File: src/rtl/addsub_pkg.sv
package addsub_pkg;

  localparam int DIGIT_W = 4;

  typedef struct packed {
    logic carry;
    logic ovf;
    logic neg;
    logic zero;
  } flags_t;

endpackage

File: src/rtl/addsub_digit.sv
module addsub_digit
  import addsub_pkg::*;
#(
  parameter int DW = DIGIT_W
) (
  input  logic [DW-1:0] a_i,
  input  logic [DW-1:0] b_i,
  input  logic          cin_i,
  input  logic          dec_i,
  input  logic          sub_i,
  output logic [DW-1:0] digit_o,
  output logic          cout_o,
  output logic          raw_msb_o
);

  // Two guard bits: room for the +6 on a 31 sum, and for the wrap of a -6.
  localparam int SW = DW + 2;
  localparam logic [SW-1:0] DEC_MAX  = SW'(9);
  localparam logic [SW-1:0] DIG_MAX  = SW'((1 << DW) - 1);
  localparam logic [SW-1:0] DEC_ADJ  = SW'(6);

  logic [SW-1:0] raw_sum;
  logic [SW-1:0] adj_sum;
  logic          carry_out;

  assign raw_sum = {2'b00, a_i} + {2'b00, b_i} + {{(SW-1){1'b0}}, cin_i};

  always_comb begin
    adj_sum   = raw_sum;
    carry_out = raw_sum[DW];
    if (dec_i) begin
      if (!sub_i) begin
        if (raw_sum > DEC_MAX) adj_sum = raw_sum + DEC_ADJ;
        carry_out = |adj_sum[SW-1:DW];
      end else begin
        if (raw_sum <= DIG_MAX) adj_sum = raw_sum - DEC_ADJ;
        carry_out = (raw_sum > DIG_MAX);
      end
    end
  end

  assign digit_o   = adj_sum[DW-1:0];
  assign cout_o    = carry_out;
  assign raw_msb_o = raw_sum[DW-1];

  // valid BCD digits in give a valid BCD digit out
  always_comb begin
    if (dec_i && (a_i <= DW'(9)) && (sub_i ? (b_i >= DW'(6)) : (b_i <= DW'(9)))) begin
      p_bcd_digit_r4: assert (digit_o <= DW'(9));
    end
  end

endmodule

File: src/rtl/addsub_core.sv
module addsub_core
  import addsub_pkg::*;
#(
  parameter int DATA_W   = 16,
  parameter int NARROW_W = 8
) (
  input  logic [DATA_W-1:0] acc_i,
  input  logic [DATA_W-1:0] opd_i,
  input  logic              carry_i,
  input  logic              dec_i,
  input  logic              sub_i,
  input  logic              wide_i,
  output logic [DATA_W-1:0] result_o,
  output flags_t            flags_o
);

  localparam int NDIG      = DATA_W / DIGIT_W;
  localparam int NDIG_NARR = NARROW_W / DIGIT_W;
  localparam int IDX_W     = (NDIG > 1) ? $clog2(NDIG) : 1;
  localparam logic [IDX_W-1:0] TOP_WIDE = IDX_W'(NDIG - 1);
  localparam logic [IDX_W-1:0] TOP_NARR = IDX_W'(NDIG_NARR - 1);

  logic [DATA_W-1:0] opd_eff;
  logic [DATA_W-1:0] digits;
  logic [NDIG:0]     chain_c;
  logic [NDIG-1:0]   raw_msb;
  logic [IDX_W-1:0]  top_idx;
  logic              acc_sign;
  logic              opd_sign;
  logic              raw_sign;

  assign opd_eff    = sub_i ? ~opd_i : opd_i;
  assign chain_c[0] = carry_i;

  for (genvar g = 0; g < NDIG; g++) begin : g_digit
    addsub_digit #(.DW(DIGIT_W)) u_digit (
      .a_i      (acc_i[g*DIGIT_W +: DIGIT_W]),
      .b_i      (opd_eff[g*DIGIT_W +: DIGIT_W]),
      .cin_i    (chain_c[g]),
      .dec_i    (dec_i),
      .sub_i    (sub_i),
      .digit_o  (digits[g*DIGIT_W +: DIGIT_W]),
      .cout_o   (chain_c[g+1]),
      .raw_msb_o(raw_msb[g])
    );
  end

  assign top_idx  = wide_i ? TOP_WIDE : TOP_NARR;
  assign raw_sign = raw_msb[top_idx];

  always_comb begin
    if (wide_i) begin
      result_o      = digits;
      flags_o.carry = chain_c[NDIG];
      acc_sign      = acc_i[DATA_W-1];
      opd_sign      = opd_eff[DATA_W-1];
      flags_o.neg   = digits[DATA_W-1];
      flags_o.zero  = (digits == '0);
    end else begin
      result_o      = {acc_i[DATA_W-1:NARROW_W], digits[NARROW_W-1:0]};
      flags_o.carry = chain_c[NDIG_NARR];
      acc_sign      = acc_i[NARROW_W-1];
      opd_sign      = opd_eff[NARROW_W-1];
      flags_o.neg   = digits[NARROW_W-1];
      flags_o.zero  = (digits[NARROW_W-1:0] == '0);
    end
    flags_o.ovf = (acc_sign == opd_sign) && (raw_sign != acc_sign);
  end

  // Reference arithmetic for the binary-mode checks below
  logic [DATA_W:0]   chk_sum;
  logic [DATA_W+1:0] chk_ssum;
  assign chk_sum  = {1'b0, acc_i} + {1'b0, opd_eff} + {{DATA_W{1'b0}}, carry_i};
  assign chk_ssum = {{2{acc_i[DATA_W-1]}}, acc_i} + {{2{opd_eff[DATA_W-1]}}, opd_eff}
                  + {{(DATA_W+1){1'b0}}, carry_i};

  always_comb begin
    if (!dec_i && wide_i) begin
      p_bin_sum_r1: assert ({flags_o.carry, result_o} == chk_sum);
      p_bin_ovf_r3: assert (flags_o.ovf == (chk_ssum[DATA_W] != chk_ssum[DATA_W-1]));
    end
  end

endmodule

File: src/rtl/bcd_addsub_unit.sv
module bcd_addsub_unit
  import addsub_pkg::*;
#(
  parameter int DATA_W   = 16,
  parameter int NARROW_W = 8
) (
  input  logic              clk,
  input  logic              rst_n,
  input  logic              en_i,
  input  logic [DATA_W-1:0] acc_i,
  input  logic [DATA_W-1:0] opd_i,
  input  logic              carry_i,
  input  logic              dec_i,
  input  logic              sub_i,
  input  logic              wide_i,
  output logic [DATA_W-1:0] result_o,
  output logic              carry_o,
  output logic              ovf_o,
  output logic              neg_o,
  output logic              zero_o
);

  logic [DATA_W-1:0] core_res;
  flags_t            core_flags;
  logic [DATA_W-1:0] res_d, res_q;
  flags_t            flags_d, flags_q;

  addsub_core #(.DATA_W(DATA_W), .NARROW_W(NARROW_W)) u_core (
    .acc_i   (acc_i),
    .opd_i   (opd_i),
    .carry_i (carry_i),
    .dec_i   (dec_i),
    .sub_i   (sub_i),
    .wide_i  (wide_i),
    .result_o(core_res),
    .flags_o (core_flags)
  );

  always_comb begin
    res_d   = res_q;
    flags_d = flags_q;
    if (en_i) begin
      res_d   = core_res;
      flags_d = core_flags;
    end
  end

  always_ff @(posedge clk or negedge rst_n) begin
    if (!rst_n) begin
      res_q   <= '0;
      flags_q <= '0;
    end else begin
      res_q   <= res_d;
      flags_q <= flags_d;
    end
  end

  assign result_o = res_q;
  assign carry_o  = flags_q.carry;
  assign ovf_o    = flags_q.ovf;
  assign neg_o    = flags_q.neg;
  assign zero_o   = flags_q.zero;

  p_hold_r9: assert property (@(posedge clk) disable iff (!rst_n)
    !en_i |=> ($stable(result_o) && $stable(carry_o) && $stable(ovf_o)
               && $stable(neg_o) && $stable(zero_o)));

  p_narrow_pass_r8: assert property (@(posedge clk) disable iff (!rst_n)
    (en_i && !wide_i) |=> (result_o[DATA_W-1:NARROW_W] == $past(acc_i[DATA_W-1:NARROW_W])));

  p_neg_zero_excl_r7: assert property (@(posedge clk) disable iff (!rst_n)
    !(neg_o && zero_o));

endmodule

File: config.mk
export PLATFORM = sky130hd
export DESIGN_NAME = bcd_addsub_unit
export DESIGN_NICKNAME = d
export VERILOG_FILES = /design/src/rtl/addsub_pkg.sv /design/src/rtl/addsub_digit.sv /design/src/rtl/addsub_core.sv /design/src/rtl/bcd_addsub_unit.sv
export SDC_FILE = /design/constraint.sdc
export NUM_CORES = 1
export LEC_CHECK = 0
export BUFFER_PORTS_ARGS = -buffer_cell sky130_fd_sc_hd__buf_2
export CAP_MARGIN = 20
export CORE_UTILIZATION = 44
export DETAILED_ROUTE_END_ITERATION = 7
export PLACE_DENSITY = 0.68
export SETUP_SLACK_MARGIN = 0.02
export SYNTH_ARGS = -nofsm -noshare
export SYNTH_HDL_FRONTEND = slang
export SYNTH_SLANG_ARGS = --single-unit
File: constraint.sdc
create_clock -name clk -period 1.3 [get_ports clk]
set_input_delay 0 -clock clk [delete_from_list [all_inputs] [get_ports clk]]
set_output_delay 0 -clock clk [all_outputs]
set_load 0.02 [all_outputs]
==> impl_metrics.env, run 1 <==
export IMPL_core_um2=5140
export IMPL_synth_edf_count=0
export IMPL_worst_ep_arrival_time_ps=6850
export IMPL_cts_buffers=3
export IMPL_hold_class="in -> reg"
export IMPL_rr_startpoint="result_o[7]"
export IMPL_timing_critical_path_buf_inv=5
export IMPL_async_reset_ff_share_pct=100
export IMPL_whs_path_depth=3
export IMPL_final_common_cell="buf_4"
export IMPL_htreeDepth=1
export IMPL_setup_viol_count_final=19
export IMPL_crit_top_cell="fa_2"
export IMPL_clock_root_buffer="clkbuf_8"
export IMPL_crit_slowest_cell="fa_2"
export IMPL_holdCritStartpoint="acc_i[8]"
export IMPL_power_total_w=0.00621
export IMPL_synth_largest_area_cell="dfrtp_1"
export IMPL_min_period_over_period_pct=516
export IMPL_drv_slew=0
export IMPL_wl_um=8550
export IMPL_final_cell_mix="81 x buf_4, 56 x buf_2, 32 x nor2_1, 20 x dfrtp_1, 20 x buf_6"
export IMPL_skew_ps=0
export IMPL_synth_top_area_share_pct=21.2
export IMPL_grt_pass1_vias=2686
export IMPL_fin_setup_tns_ps=-66260
export IMPL_worst_path_max_fanout=3
export IMPL_slew_headroom_pct=69.0
export IMPL_syn_inst=276
export IMPL_r2r_slack_ps=510
export IMPL_fin_cells=500
export IMPL_antenna_found_initial=0
export IMPL_clk_path_buf_depth=2
export IMPL_worst_pin_slew_ps=464
export IMPL_rr_worst_depth=1
export IMPL_start_util_pct=46.0
export IMPL_die_h_um=75.3
export IMPL_worstHoldEndpoint="result_o[8]"
export IMPL_n_antenna_cell=0
export IMPL_synth_main_ff_cell="dfrtp_1"
export IMPL_nNetsFinal=500
export IMPL_synth_area_per_cell_um2=8.56
export IMPL_place_ws_ps=-5700
export IMPL_slowest_delay_ps=470
export IMPL_die_w_um=75.3
export IMPL_drc=0
export IMPL_violations="negative setup slack"
export IMPL_grt_max_degree=33
export IMPL_syn2layout_area_growth_pct=77.4
export IMPL_insertion_delay_ps=260
export IMPL_setup_ws_ps=-5400
export IMPL_yosys_top_cells_area="dfrtp_1 21%, ha_1 12%, xor2_1 7.8%"
export IMPL_synth_cell_types=50
export IMPL_gp_congestion=0.828
export IMPL_routedWlPerCell_um=17.1
export IMPL_portBuffers=58
export IMPL_dp_hpwl_um=4960
export IMPL_ir_worst_vdd_mv=0.833
export IMPL_grt_overflow=0
export IMPL_grt_usage_pct=28.6
export IMPL_maxCapViolCount=0
export IMPL_p_leak_nw=2.00
export IMPL_yosysSeqAreaShare_pct=21.2
export IMPL_cp_top_family="adder cells"
export IMPL_die_area_um2=5670
export IMPL_cts_sinks=20
export IMPL_endpoint_kind="flip-flop"
export IMPL_finalCriticalPeriod_ps=6700
export IMPL_fmax_ghz=0.149
export IMPL_path_clk_slew_ps=70
export IMPL_cp_start_kind="primary input"
export IMPL_routed_via_density=5.38
export IMPL_whs_ps=116
export IMPL_nFillCells=295
export IMPL_detail_route_antenna_nets=0
export IMPL_report_final_hold_viol_count=0
export IMPL_drive_above_1_share_pct=62.6
export IMPL_dp_cells=464
export IMPL_pin_count=59
export IMPL_powerDensity_nw_per_um2=1480
export IMPL_syn_cell_area_um2=2360
export IMPL_cp_data_required_time_ps=1450
export IMPL_worst_path_stages=32
export IMPL_crit_type="in -> reg"
export IMPL_rsz0062_at_grt="yes"
export IMPL_grt_pass1_wl_um=12300
export IMPL_synth_seq_cells=20
export IMPL_dr_pass1_iters=4
export IMPL_cts_tree="yes"
export IMPL_drtIter0Drc=143
export IMPL_yosys_warnings=0
export IMPL_via_count=2692
export IMPL_status="complete, but fails checks"
export IMPL_synth_fp_nets=345
export IMPL_rows=26
export IMPL_r2r_end="result_o[7]"
## worst max path at each step
| stage | from | end | slack [ps] |
|---|---|---|---|
| floorplan | sub_i | zero_o | -5980 |
| finish | sub_i | result_o[15] | -5400 |
| global route | sub_i | result_o[15] | -5590 |
| global placement | sub_i | zero_o | -5530 |
| detailed placement | sub_i | zero_o | -5700 |
| CTS | sub_i | zero_o | -5200 |
## timing repair
item	4_1_cts	5_1_grt
setup buffers	70	12
hold buffers	1	0
pin swaps	38	26
resized for setup	74	42
hold endpoints to repair	20	0
setup endpoints to repair	19	19
## registers in the layout (all words and copies together) (netlist names)
name / count
result_o: 16
neg_o: 1
carry_o: 1
zero_o: 1
ovf_o: 1
## power breakdown
| part | leakage (nW) | total [W] | switching [W] | internal (W) |
|---|---|---|---|---|
| Combinational | 1.74 | 0.00481 | 0.00231 | 0.00250 |
| Clock | 0.0288 | 0.000470 | 0.000200 | 0.000270 |
| Sequential | 0.232 | 0.000927 | 0.000111 | 0.000816 |
## area by class of cell
type	count	area, um^2	share of cell area, %
Multi-Input combinational cell	222	2280	54.5
Clock buffer	4	55.1	1.31
Timing Repair Buffer	161	1180	28.1
Tap cell	70	87.6	2.09
Sequential cell	20	500	11.9
Inverter	23	86.3	2.06
## metrics by stage
step           util (%)  instance area, um^2
2_1_floorplan         -                 2580
3_3_place_gp       66.3                 3410
3_5_place_dp       66.3                 3410
4_1_cts            78.9                 4060
5_1_grt            81.5                 4190
6_report           81.5                 4190
## routing by layer
| metal | track usage [%] | vias up | share of wire [%] |
|---|---|---|---|
| li1 | - | 1258 | - |
| met1 | 35.7 | 1295 | 40 |
| met2 | 51.1 | 107 | 52 |
| met3 | 2.81 | 32 | 5.3 |
| met4 | 10.9 | 0 | 3.5 |
| met5 | 0 | - | 0 |
## cell usage after synthesis (all sizes together), types with 2 or more instances
| cell type | count |
|---|---|
| nor2 | 38 |
| a21oi | 23 |
| inv | 23 |
| xor2 | 23 |
| ha | 22 |
| dfrtp | 20 |
| nand2 | 15 |
| mux2 | 10 |
| fa | 8 |
| xnor2 | 8 |
| nand2b | 7 |
| a21o | 6 |
| clkbuf | 6 |
| mux2i | 6 |
| nand3 | 6 |
| a21boi | 5 |
| buf | 5 |
| nor3 | 5 |
| o21ai | 5 |
| o31ai | 5 |
| a211oi | 4 |
| nand4 | 3 |
| o211ai | 3 |
| o311a | 2 |
| or3 | 2 |
## cells by family after synthesis
group	share of synthesized area, %
AOI/OAI and AO/OA	19.4
and+or+nand+nor	15.9
muxes	7.31
xor gates and xnor gates	12.1
buffers and inverters	5.61
DFF	21.2
adders and majority gates	18.4
Note: power is estimated with default switching activity, not from simulation.
==> inputs of run 2 (changes only) <==
Settings changed: REMOVE_ABC_BUFFERS set to 1.
Clock period 1.3 ns to 8 ns, I/O delays scaled along.
==> run 2 against run 1 <==
Against the previous run:
- the flow now finishes without violations
- worst setup slack improved by 6000 ps
- critical path depth rose by 1
- utilization fell by 26 points
- global-route usage fell by 9.2 points
- total power fell by 90%
- clock skew did not move
- first-iteration DRC count fell by 34%
- register-to-register slack improved by 6700 ps
==> impl_metrics.env, run 2 (synthesis results as in run 1) <==
export IMPL_grt_pass1_wl_um=8360
export IMPL_finalCriticalPeriod_ps=7430
export IMPL_ir_worst_vdd_mv=0.116
export IMPL_report_final_hold_viol_count=0
export IMPL_dp_cells=397
export IMPL_worst_ep_arrival_time_ps=7580
export IMPL_path_clk_slew_ps=70
export IMPL_final_cell_mix="58 x buf_2, 38 x nor2_1, 22 x inv_1, 22 x ha_1, 20 x dfrtp_1"
export IMPL_start_util_pct=46.0
export IMPL_hold_class="in -> reg"
export IMPL_largest_register_ffs=16
export IMPL_crit_top_cell="fa_1"
export IMPL_nNetsFinal=404
export IMPL_syn2layout_area_growth_pct=20.4
export IMPL_antenna_found_initial=0
export IMPL_fin_setup_tns_ps=0
export IMPL_portBuffers=58
export IMPL_core_um2=5140
export IMPL_clk_path_buf_depth=2
export IMPL_slew_headroom_pct=63.0
export IMPL_setup_viol_count_final=0
export IMPL_maxCapViolCount=0
export IMPL_drc=0
export IMPL_cts_sinks=20
export IMPL_grt_pass1_vias=1913
export IMPL_place_area_um2=2720
export IMPL_insertion_delay_ps=260
export IMPL_slowest_delay_ps=460
export IMPL_nFillCells=499
export IMPL_routed_via_density=5.17
export IMPL_fmax_ghz=0.135
export IMPL_grt_overflow=0
export IMPL_wl_um=5430
export IMPL_p_leak_nw=1.38
export IMPL_endpoint_kind="flip-flop"
export IMPL_die_w_um=75.3
export IMPL_fin_cells=404
export IMPL_status="complete, no violations"
export IMPL_cts_tree="yes"
export IMPL_die_area_um2=5670
export IMPL_grt_max_degree=29
export IMPL_clock_root_buffer="clkbuf_8"
export IMPL_n_antenna_cell=0
export IMPL_power_total_w=0.000629
export IMPL_cts_buffers=3
export IMPL_crit_slowest_cell="fa_1"
export IMPL_grt_usage_pct=19.5
export IMPL_drv_slew=0
export IMPL_via_count=2090
export IMPL_die_h_um=75.3
export IMPL_dp_hpwl_um=4310
export IMPL_htreeDepth=1
export IMPL_skew_ps=0
export IMPL_cp_data_required_time_ps=8150
export IMPL_dr_pass1_iters=4
export IMPL_drtIter0Drc=94
export IMPL_routedWlPerCell_um=13.4
export IMPL_worst_path_max_fanout=6
export IMPL_drive_above_1_share_pct=27.5
export IMPL_cp_start_kind="primary input"
export IMPL_detail_route_antenna_nets=0
export IMPL_gp_congestion=0.930
export IMPL_pin_count=59
export IMPL_min_period_over_period_pct=92.9
export IMPL_whs_ps=74.5
export IMPL_powerDensity_nw_per_um2=221
export IMPL_fin_area_um2=2840
export IMPL_final_common_cell="buf_2"
export IMPL_worst_pin_slew_ps=556
export IMPL_rows=26
export IMPL_crit_type="in -> reg"
-- run 2: final timing paths --
| path | start | endpoint | slack, ps | cells past startpoint |
|---|---|---|---|---|
| worst min-delay path | acc_i[8] | result_o[8] | 70 | 3 |
| max in group asynchronous | rst_n | result_o[0] | 7490 | 2 |
| worst max-delay path | sub_i | result_o[15] | 570 | 33 |
| min in group asynchronous | rst_n | result_o[10] | 210 | 2 |
| worst max register to register | result_o[3] | result_o[3] | 7230 | 1 |
| worst min register to register | result_o[10] | result_o[10] | 500 | 1 |
-- run 2: timing repair --
action	CTS	global route
setup endpoints to repair	0	5
buffers inserted	0	2
gates resized for setup	0	6
hold buffers	1	0
hold endpoints to repair	20	0
-- run 2: cell type report --
class	count	area, um^2	share of cell area [%]
clock buffer	4	55.1	1.94
inverter	23	86.3	3.04
sequential	20	500	17.6
timing repair buffer	65	345	12.1
tap	70	87.6	3.08
multi-input combinational	222	1770	62.2
-- run 2: critical path: cells and delay by family --
kind	cells	cell delay (ps)
AO/OA/AOI/OAI	4	900
XOR/XNOR	5	1140
adder cells (fa/ha/maj)	10	3620
buffers and inverters	5	510
multiplexers	3	650
AND/OR/NAND/NOR	6	740
-- run 2: stage by stage --
stage | worst slack (ps) | util [%]
after floorplan | 900 | -
after global placement | 232 | 53.0
after detailed placement | 110 | 53.0
after CTS | 356 | 54.3
after global routing | -9.25 | 55.3
final | 570 | 55.3
-- run 2: power by group --
| group | switching [W] | internal, W |
|---|---|---|
| registers | 0.0000151 | 0.000132 |
| clock network | 0.0000343 | 0.0000439 |
| logic | 0.000236 | 0.000167 |
-- run 2: metal layers --
layer | vias up | global-route usage, % | part of all wire, %
met5 | - | 0 | 0
met4 | 0 | 3.70 | 0.77
met1 | 968 | 25.4 | 47
met2 | 49 | 34.5 | 49
met3 | 5 | 2.95 | 3.8
li1 | 1068 | - | -
